===== src/rtl/eebm_pkg.sv =====
`timescale 1ns/1ps
package eebm_pkg;
  typedef enum logic [1:0] {
    OP_WRITE = 2'd0,
    OP_READ  = 2'd1,
    OP_POLL  = 2'd2,
    OP_NONE  = 2'd3
  } eebm_op_e;

  typedef enum logic [1:0] {
    BK_START = 2'd0,
    BK_STOP  = 2'd1,
    BK_BIT   = 2'd2
  } eebm_bk_e;

  localparam logic [3:0] SEL_TYPE = 4'b1010;
endpackage


===== src/rtl/eebm_tick.sv =====
`timescale 1ns/1ps
module eebm_tick #(
  parameter int DIV = 125
) (
  input  logic clk,
  input  logic rst_n,
  input  logic en,
  output logic tick
);
  localparam int CW = (DIV > 1) ? $clog2(DIV) : 1;

  logic [CW-1:0] cnt_q, cnt_d;
  logic          tick_q, tick_d;

  always_comb begin
    cnt_d  = cnt_q;
    tick_d = 1'b0;
    if (!en) begin
      cnt_d = '0;
    end else if (cnt_q == CW'(DIV - 1)) begin
      cnt_d  = '0;
      tick_d = 1'b1;
    end else begin
      cnt_d = cnt_q + 1'b1;
    end
  end

  always_ff @(posedge clk or negedge rst_n) begin
    if (!rst_n) begin
      cnt_q  <= '0;
      tick_q <= 1'b0;
    end else begin
      cnt_q  <= cnt_d;
      tick_q <= tick_d;
    end
  end

  assign tick = tick_q;


  tick_spacing_chk: assert property (@(posedge clk) disable iff (!rst_n)
    tick_q |=> !tick_q);
endmodule


===== src/rtl/eebm_bitio.sv =====
`timescale 1ns/1ps
module eebm_bitio
  import eebm_pkg::*;
(
  input  logic     clk,
  input  logic     rst_n,
  input  logic     tick,
  input  logic     req,
  input  eebm_bk_e kind,
  input  logic     tx_bit,
  input  logic     sda_i,
  output logic     fin,
  output logic     rx_bit,
  output logic     scl_oe,
  output logic     sda_oe
);
  logic     act_q, act_d;
  eebm_bk_e kind_q, kind_d;
  logic     tx_q, tx_d;
  logic [1:0] ph_q, ph_d;
  logic     rx_q, rx_d;
  logic     scl_q, scl_d;
  logic     sda_q, sda_d;
  logic     fin_q, fin_d;

  always_comb begin
    act_d  = act_q;
    kind_d = kind_q;
    tx_d   = tx_q;
    ph_d   = ph_q;
    rx_d   = rx_q;
    scl_d  = scl_q;
    sda_d  = sda_q;
    fin_d  = 1'b0;
    if (!act_q) begin
      if (req) begin
        act_d  = 1'b1;
        kind_d = kind;
        tx_d   = tx_bit;
        ph_d   = 2'd0;
      end
    end else if (tick) begin
      ph_d = ph_q + 2'd1;
      unique case (kind_q)
        BK_START: begin
          unique case (ph_q)
            2'd0: begin scl_d = 1'b1; sda_d = 1'b0; end
            2'd1: scl_d = 1'b0;
            2'd2: sda_d = 1'b1;
            2'd3: scl_d = 1'b1;
          endcase
        end
        BK_STOP: begin
          unique case (ph_q)
            2'd0: begin scl_d = 1'b1; sda_d = 1'b1; end
            2'd1: scl_d = 1'b0;
            2'd2: ;
            2'd3: sda_d = 1'b0;
          endcase
        end
        default: begin
          unique case (ph_q)
            2'd0: begin scl_d = 1'b1; sda_d = !tx_q; end
            2'd1: scl_d = 1'b0;
            2'd2: rx_d = sda_i;
            2'd3: scl_d = 1'b1;
          endcase
        end
      endcase
      if (ph_q == 2'd3) begin
        act_d = 1'b0;
        fin_d = 1'b1;
      end
    end
  end

  always_ff @(posedge clk or negedge rst_n) begin
    if (!rst_n) begin
      act_q  <= 1'b0;
      kind_q <= BK_BIT;
      tx_q   <= 1'b1;
      ph_q   <= 2'd0;
      rx_q   <= 1'b1;
      scl_q  <= 1'b0;
      sda_q  <= 1'b0;
      fin_q  <= 1'b0;
    end else begin
      act_q  <= act_d;
      kind_q <= kind_d;
      tx_q   <= tx_d;
      ph_q   <= ph_d;
      rx_q   <= rx_d;
      scl_q  <= scl_d;
      sda_q  <= sda_d;
      fin_q  <= fin_d;
    end
  end

  assign fin    = fin_q;
  assign rx_bit = rx_q;
  assign scl_oe = scl_q;
  assign sda_oe = sda_q;


  sda_hold_chk: assert property (@(posedge clk) disable iff (!rst_n)
    (act_q && kind_q == BK_BIT && !scl_q && $past(!scl_q)) |-> $stable(sda_q));
endmodule


===== src/rtl/eebm_seq.sv =====
`timescale 1ns/1ps
module eebm_seq
  import eebm_pkg::*;
#(
  parameter int ADDR_W = 9
) (
  input  logic              clk,
  input  logic              rst_n,
  input  logic              cmd_valid,
  input  logic [1:0]        cmd_op,
  input  logic [ADDR_W-1:0] cmd_addr,
  input  logic [7:0]        cmd_wdata,
  input  logic              bit_fin,
  input  logic              bit_rx,
  output logic              bit_req,
  output eebm_bk_e          bit_kind,
  output logic              bit_tx,
  output logic              busy,
  output logic              done,
  output logic              ack_err,
  output logic [7:0]        rdata
);
  localparam int HI_W = ADDR_W - 8;

  typedef enum logic [3:0] {
    ST_IDLE, ST_START, ST_SEL, ST_LO, ST_WD,
    ST_RSTART, ST_SELR, ST_RD, ST_STOP
  } st_e;

  st_e               st_q, st_d;
  eebm_op_e          op_q, op_d;
  logic [ADDR_W-1:0] addr_q, addr_d;
  logic [7:0]        wd_q, wd_d;
  logic [7:0]        sh_q, sh_d;
  logic [3:0]        cnt_q, cnt_d;
  logic              iss_q, iss_d;
  logic              err_q, err_d;
  logic              aerr_q, aerr_d;
  logic [7:0]        rd_q, rd_d;
  logic              done_q, done_d;
  logic              is_tx;
  logic [2:0]        hi3;
  logic [7:0]        sel_w, sel_r;

  always_comb begin
    hi3   = (op_q == OP_POLL) ? 3'd0 : 3'(addr_q[ADDR_W-1:ADDR_W-HI_W]);
    sel_w = {SEL_TYPE, hi3, 1'b0};
    sel_r = {SEL_TYPE, hi3, 1'b1};
    is_tx = (st_q == ST_SEL) || (st_q == ST_LO) || (st_q == ST_WD) || (st_q == ST_SELR);
  end

  always_comb begin
    st_d     = st_q;
    op_d     = op_q;
    addr_d   = addr_q;
    wd_d     = wd_q;
    sh_d     = sh_q;
    cnt_d    = cnt_q;
    iss_d    = iss_q;
    err_d    = err_q;
    aerr_d   = aerr_q;
    rd_d     = rd_q;
    done_d   = 1'b0;
    bit_req  = 1'b0;
    bit_kind = BK_BIT;
    bit_tx   = 1'b1;

    if (st_q != ST_IDLE && !iss_q) begin
      bit_req = 1'b1;
      iss_d   = 1'b1;
      if (st_q == ST_START || st_q == ST_RSTART) bit_kind = BK_START;
      else if (st_q == ST_STOP)                  bit_kind = BK_STOP;
      if (is_tx && cnt_q != 4'd8) bit_tx = sh_q[7];
    end

    if (st_q == ST_IDLE) begin
      if (cmd_valid && eebm_op_e'(cmd_op) != OP_NONE) begin
        op_d   = eebm_op_e'(cmd_op);
        addr_d = cmd_addr;
        wd_d   = cmd_wdata;
        err_d  = 1'b0;
        cnt_d  = 4'd0;
        st_d   = ST_START;
      end
    end else if (bit_fin) begin
      iss_d = 1'b0;
      if ((is_tx || st_q == ST_RD) && cnt_q != 4'd8) begin
        cnt_d = cnt_q + 4'd1;
        sh_d  = is_tx ? {sh_q[6:0], 1'b0} : {sh_q[6:0], bit_rx};
      end else begin
        cnt_d = 4'd0;
        unique case (st_q)
          ST_START:  begin st_d = ST_SEL;  sh_d = sel_w; end
          ST_RSTART: begin st_d = ST_SELR; sh_d = sel_r; end
          ST_SEL: begin
            if (op_q == OP_POLL) st_d = bit_rx ? ST_START : ST_STOP;
            else if (bit_rx) begin err_d = 1'b1; st_d = ST_STOP; end
            else begin st_d = ST_LO; sh_d = addr_q[7:0]; end
          end
          ST_LO: begin
            if (bit_rx) begin err_d = 1'b1; st_d = ST_STOP; end
            else if (op_q == OP_WRITE) begin st_d = ST_WD; sh_d = wd_q; end
            else st_d = ST_RSTART;
          end
          ST_WD: begin err_d = bit_rx; st_d = ST_STOP; end
          ST_SELR: begin
            if (bit_rx) begin err_d = 1'b1; st_d = ST_STOP; end
            else st_d = ST_RD;
          end
          ST_RD: begin rd_d = sh_q; st_d = ST_STOP; end
          ST_STOP: begin
            st_d   = ST_IDLE;
            done_d = 1'b1;
            aerr_d = err_q;
          end
          default: st_d = ST_IDLE;
        endcase
      end
    end
  end

  always_ff @(posedge clk or negedge rst_n) begin
    if (!rst_n) begin
      st_q   <= ST_IDLE;
      op_q   <= OP_WRITE;
      addr_q <= '0;
      wd_q   <= '0;
      sh_q   <= '0;
      cnt_q  <= '0;
      iss_q  <= 1'b0;
      err_q  <= 1'b0;
      aerr_q <= 1'b0;
      rd_q   <= '0;
      done_q <= 1'b0;
    end else begin
      st_q   <= st_d;
      op_q   <= op_d;
      addr_q <= addr_d;
      wd_q   <= wd_d;
      sh_q   <= sh_d;
      cnt_q  <= cnt_d;
      iss_q  <= iss_d;
      err_q  <= err_d;
      aerr_q <= aerr_d;
      rd_q   <= rd_d;
      done_q <= done_d;
    end
  end

  assign busy    = (st_q != ST_IDLE);
  assign done    = done_q;
  assign ack_err = aerr_q;
  assign rdata   = rd_q;


  done_pulse_chk: assert property (@(posedge clk) disable iff (!rst_n)
    done_q |=> !done_q);

  err_update_chk: assert property (@(posedge clk) disable iff (!rst_n)
    !$stable(aerr_q) |-> done_q);

  cmd_hold_chk: assert property (@(posedge clk) disable iff (!rst_n)
    (st_q != ST_IDLE) |=> ($stable(addr_q) && $stable(wd_q)));

  bit_count_chk: assert property (@(posedge clk) disable iff (!rst_n)
    cnt_q <= 4'd8);
endmodule


===== src/rtl/eeprom_byte_master.sv =====
`timescale 1ns/1ps
module eeprom_byte_master
  import eebm_pkg::*;
#(
  parameter int CLK_HZ = 50_000_000,
  parameter int SCL_HZ = 100_000,
  parameter int ADDR_W = 9
) (
  input  logic              clk,
  input  logic              rst_n,
  input  logic              cmd_valid,
  input  logic [1:0]        cmd_op,
  input  logic [ADDR_W-1:0] cmd_addr,
  input  logic [7:0]        cmd_wdata,
  output logic              busy,
  output logic              done,
  output logic              ack_err,
  output logic [7:0]        rdata,
  output logic              scl_oe,
  output logic              sda_oe,
  input  logic              sda_i
);
  localparam int DIV = CLK_HZ / (4 * SCL_HZ);

  logic [1:0] rs_q;
  logic       rst_sync_n;
  logic       tick, bit_req, bit_tx, bit_fin, bit_rx;
  eebm_bk_e   bit_kind;

  always_ff @(posedge clk or negedge rst_n) begin
    if (!rst_n) rs_q <= 2'b00;
    else        rs_q <= {rs_q[0], 1'b1};
  end
  assign rst_sync_n = rs_q[1];

  eebm_tick #(.DIV(DIV)) u_tick (
    .clk(clk), .rst_n(rst_sync_n), .en(busy), .tick(tick)
  );

  eebm_bitio u_bitio (
    .clk(clk), .rst_n(rst_sync_n), .tick(tick), .req(bit_req),
    .kind(bit_kind), .tx_bit(bit_tx), .sda_i(sda_i), .fin(bit_fin),
    .rx_bit(bit_rx), .scl_oe(scl_oe), .sda_oe(sda_oe)
  );

  eebm_seq #(.ADDR_W(ADDR_W)) u_seq (
    .clk(clk), .rst_n(rst_sync_n), .cmd_valid(cmd_valid), .cmd_op(cmd_op),
    .cmd_addr(cmd_addr), .cmd_wdata(cmd_wdata), .bit_fin(bit_fin),
    .bit_rx(bit_rx), .bit_req(bit_req), .bit_kind(bit_kind), .bit_tx(bit_tx),
    .busy(busy), .done(done), .ack_err(ack_err), .rdata(rdata)
  );


  idle_release_chk: assert property (@(posedge clk) disable iff (!rst_sync_n)
    !busy |-> (!scl_oe && !sda_oe));

  done_idle_chk: assert property (@(posedge clk) disable iff (!rst_sync_n)
    done |-> (!busy && $past(busy)));
endmodule


===== config.mk =====
export PLATFORM = sky130hd
export DESIGN_NAME = eeprom_byte_master
export DESIGN_NICKNAME = d
export VERILOG_FILES = /design/src/rtl/eebm_pkg.sv /design/src/rtl/eebm_tick.sv /design/src/rtl/eebm_bitio.sv /design/src/rtl/eebm_seq.sv /design/src/rtl/eeprom_byte_master.sv
export SDC_FILE = /design/constraint.sdc
export NUM_CORES = 1
export LEC_CHECK = 0
export ABC_AREA = 1
export BUFFER_PORTS_ARGS = -buffer_cell sky130_fd_sc_hd__buf_2
export CAP_MARGIN = 10
export CORE_MARGIN = 2
export CORE_UTILIZATION = 55
export CTS_CLUSTER_DIAMETER = 120
export DETAILED_ROUTE_END_ITERATION = 10
export GPL_ROUTABILITY_DRIVEN = 0
export HOLD_SLACK_MARGIN = 0.02
export PLACE_DENSITY_LB_ADDON = 0.1
export REMOVE_ABC_BUFFERS = 1
export SYNTH_ARGS = -nofsm -noshare
export SYNTH_HDL_FRONTEND = slang
export SYNTH_SLANG_ARGS = --single-unit

===== constraint.sdc =====
create_clock -name clk -period 2.6 [get_ports clk]
set_input_delay 0.26 -clock clk [delete_from_list [all_inputs] [get_ports clk]]
set_output_delay 0.26 -clock clk [all_outputs]
set_load 0.02 [all_outputs]

==> results.txt <==
status - finished clean
ANT cells - 0
H-tree depth - 3
clock-pin slew on the worst setup and hold paths - 70 ps
Leak - 2.04 nW
PwrDens - 521 mW/mm^2
Port Buffers - 35
Routed Antenna Nets - 0
RSZ-0062 raised after global routing - no
critical path class - flip-flop to flip-flop
Clock Path Buffers - 2
final instance area - 0.00382 sq mm
pin count of the biggest net entering global routing - 28
mapped cell area - 0.00334 sq mm
Post-synth EDFFs - 0
Worst Hold Launch - cmd_addr[1]
Die Height - 82.0 um
Die Wd - 82.0 um
Detailed Route Iter0 Violations - 128
share of cells above drive strength 1 - 17.6%
sequential area share after synthesis - 50.2%
Max Clock Freq - 0.553 GHz
worst-margin pin slew - 529 ps
setup repair bufs after CTS - 0
CP max stage delay - 410 ps
critical path's top delay family - simple AND/OR/NAND/NOR gates
Placement Cell Area - 0.00359 sq mm
final cell count without fillers - 540
Slowest-stage cell, CP - dfrtp_1
final hold slack - 110 ps
Detailed Route WL - 6670 um
crit start category - flip-flop
Cells after Synth - 416
area leader, netlist - dfrtp_1
die area - 0.00672 sq mm
DR vias/cell - 4.99
GR Overflow Total - 0
clk sinks - 67
Max Cap Violations - 0
# setup viols final - 0
Final Cycle Share - 69.6%
TritonCTS buffer count - 9
worst min-delay path class - input pin to flip-flop
vias in the first global route - 2575
critical path required time - 2830 ps
top_reg_cell synth - dfrtp_1
ys async rst share - 100%
first-pass GRT wire length - 11500 um
Area Growth Syn to Fin - 14.1%
Yosys warnings - 0
vias post-DR - 2697
Avg Cell Area, Syn - 8.04 sq um
TNS Setup - 0 ps
clock latency on the worst-skew pair - 340 ps
worst IR drop on VDD - 0.000423 V
row count - 28
reg-to-reg critical path startpoint - u_seq.cnt_q[0]
CP bufs+invs - 1
top post-synthesis cells by area - dfrtp_1, nand2_1, inv_1
initial antenna violation count - 0
core box area - 0.00589 sq mm
CTS tree - yes
Ports - 36
Final Max Slew Viols - 0
initial core utilization - 56.8%
Yosys cell types - 32
per-cell routed wire length - 12.3 um
Placed Cells incl. Taps - 523
Worst Setup SP - u_seq.cnt_q[0]
crit-path max FO - 14
Detailed Routing Iterations Pass 1 - 4
crit path time final - 1810 ps
post-DP HPWL - 4900 um
nets - 492
Max transition margin - 64.7%
Worst EP arrival - 2040 ps
fill cell count - 546
Max Clock Skew - 6.58 ps
#FFs+latches synth - 67
crit path capture type - flip-flop
area share of the largest cell type after synthesis - 47.9%
CTS root buf - clkbuf_8
drc violations - 0
Tot GR Track Use - 23.1%
Final Hold Fails - 0
worst path cell trace - inv_1, ha_1, nand3_1, nand2_4, nand2_2, o21ai_0, nand2_1
what timing repair did:
item | CTS | global route
endpoints found under the hold margin | 2 | 0
endpoints found under the setup margin | 0 | 0
hold buffers | 1 | 0
resized for setup | 0 | 0
layout by cell type, fill, tap and decap left out:
cell / n
o21ai_1: 11
nor3b_1: 1
buf_2: 35
inv_1: 48
nor2_4: 1
nand2_1: 143
nand2_2: 4
o22ai_1: 3
o21ai_2: 1
nor2_1: 21
dfrtp_2: 1
conb_1: 1
ha_1: 9
a21boi_0: 1
dfstp_2: 3
clkbuf_8: 12
dlygate4sd3_1: 1
bufinv_16: 1
o21a_1: 1
clkinv_2: 2
a21oi_4: 2
dfrtp_1: 63
a21oi_1: 6
inv_2: 7
xnor2_1: 1
mux2_2: 1
nand3_1: 35
clkinvlp_4: 1
inv_4: 1
or2_2: 1
nor2_2: 1
buf_4: 3
xor2_1: 5
o21ai_0: 32
clkinv_1: 1
nand2_4: 5
layer usage:
metal | global-route usage, % | share of wire (%)
met3 | 5.82 | 4.6
met1 | 30.0 | 48
met4 | 9.17 | 2.1
met5 | 0 | 0
met2 | 37.2 | 46
cell usage after synthesis, types with 3 or more instances:
cell type	n
a21oi_1	6
dfrtp_1	64
dfstp_2	3
ha_1	9
inv_1	48
inv_2	7
nand2_1	143
nand2_2	4
nand2_4	5
nand3_1	35
nor2_1	21
o21ai_0	32
o21ai_1	11
o22ai_1	3
xor2_1	5
power breakdown:
group / switching, mW / total, mW / internal [mW] / leakage, nW
Sequential: 0.00721 / 1.05 / 1.04 / 0.795
Clock: 0.385 / 0.903 / 0.518 / 0.108
Combinational: 0.0193 / 0.0340 / 0.0147 / 1.13
through the flow:
| stage | setup WS (ps) | power [mW] | util (%) |
|---|---|---|---|
| finish | 791 | 1.99 | 64.8 |
| global route | 579 | 2.06 | 64.8 |
| CTS | 780 | 2.01 | 64.8 |
| detailed placement | 795 | 1.11 | 61.1 |
| global placement | 851 | 1.10 | 61.1 |
| floorplan | 601 | 1.08 | - |
flip-flops by register name (all words and copies together) (netlist names), 2 cells and up, named ones only:
signal and count:
u_bitio.ph_q 2, u_seq.op_q 2, u_seq.rdata 8, rs_q 2
u_seq.cnt_q 4, u_bitio.kind_q 2, u_seq.addr_q 9, u_tick.cnt_q 7
u_seq.st_q 4, u_seq.sh_q 8, u_seq.wd_q 8
cell families (layout without fill, tap and decap cells):
family | after synthesis | after routing | share of synthesized area (%)
AOI/OAI and AO/OA | 57 | 57 | 9.58
xor gates and xnor gates | 6 | 6 | 1.57
adders and majority gates | 9 | 9 | 3.37
buffers and inverters | 63 | 112 | 7.78
DFF | 67 | 67 | 50.2
muxes | 1 | 1 | 0.337
other | 1 | 1 | 0.112
and+or+nand+nor | 212 | 212 | 27.0
tightest hold or removal path, cell delays in order:
cell and delay, ps:
buf_2 80, nand2_1 40, nand2_1 40
final cells by class:
type | instances | area (sq um) | area share, %
multi-input cells | 286 | 1400 | 36.8
inverters | 57 | 216 | 5.67
clock inverters | 4 | 47.5 | 1.25
flip-flops and latches | 67 | 1680 | 44.1
repair buffers | 39 | 208 | 5.44
clock buffers | 12 | 165 | 4.33
well taps | 75 | 93.8 | 2.46
final timing paths:
kind	to	slack, ps	cells after the start
hold reg to reg	u_tick.cnt_q[0]	250	0
hold / removal	u_seq.addr_q[1]	110	3
setup / recovery	u_seq.err_q	790	7
max in group asynchronous	u_bitio.kind_q[1]	1630	1
setup reg to reg	u_seq.err_q	790	7
min in group asynchronous	rs_q[0]	230	2
Power figures use the tool's default switching activity.
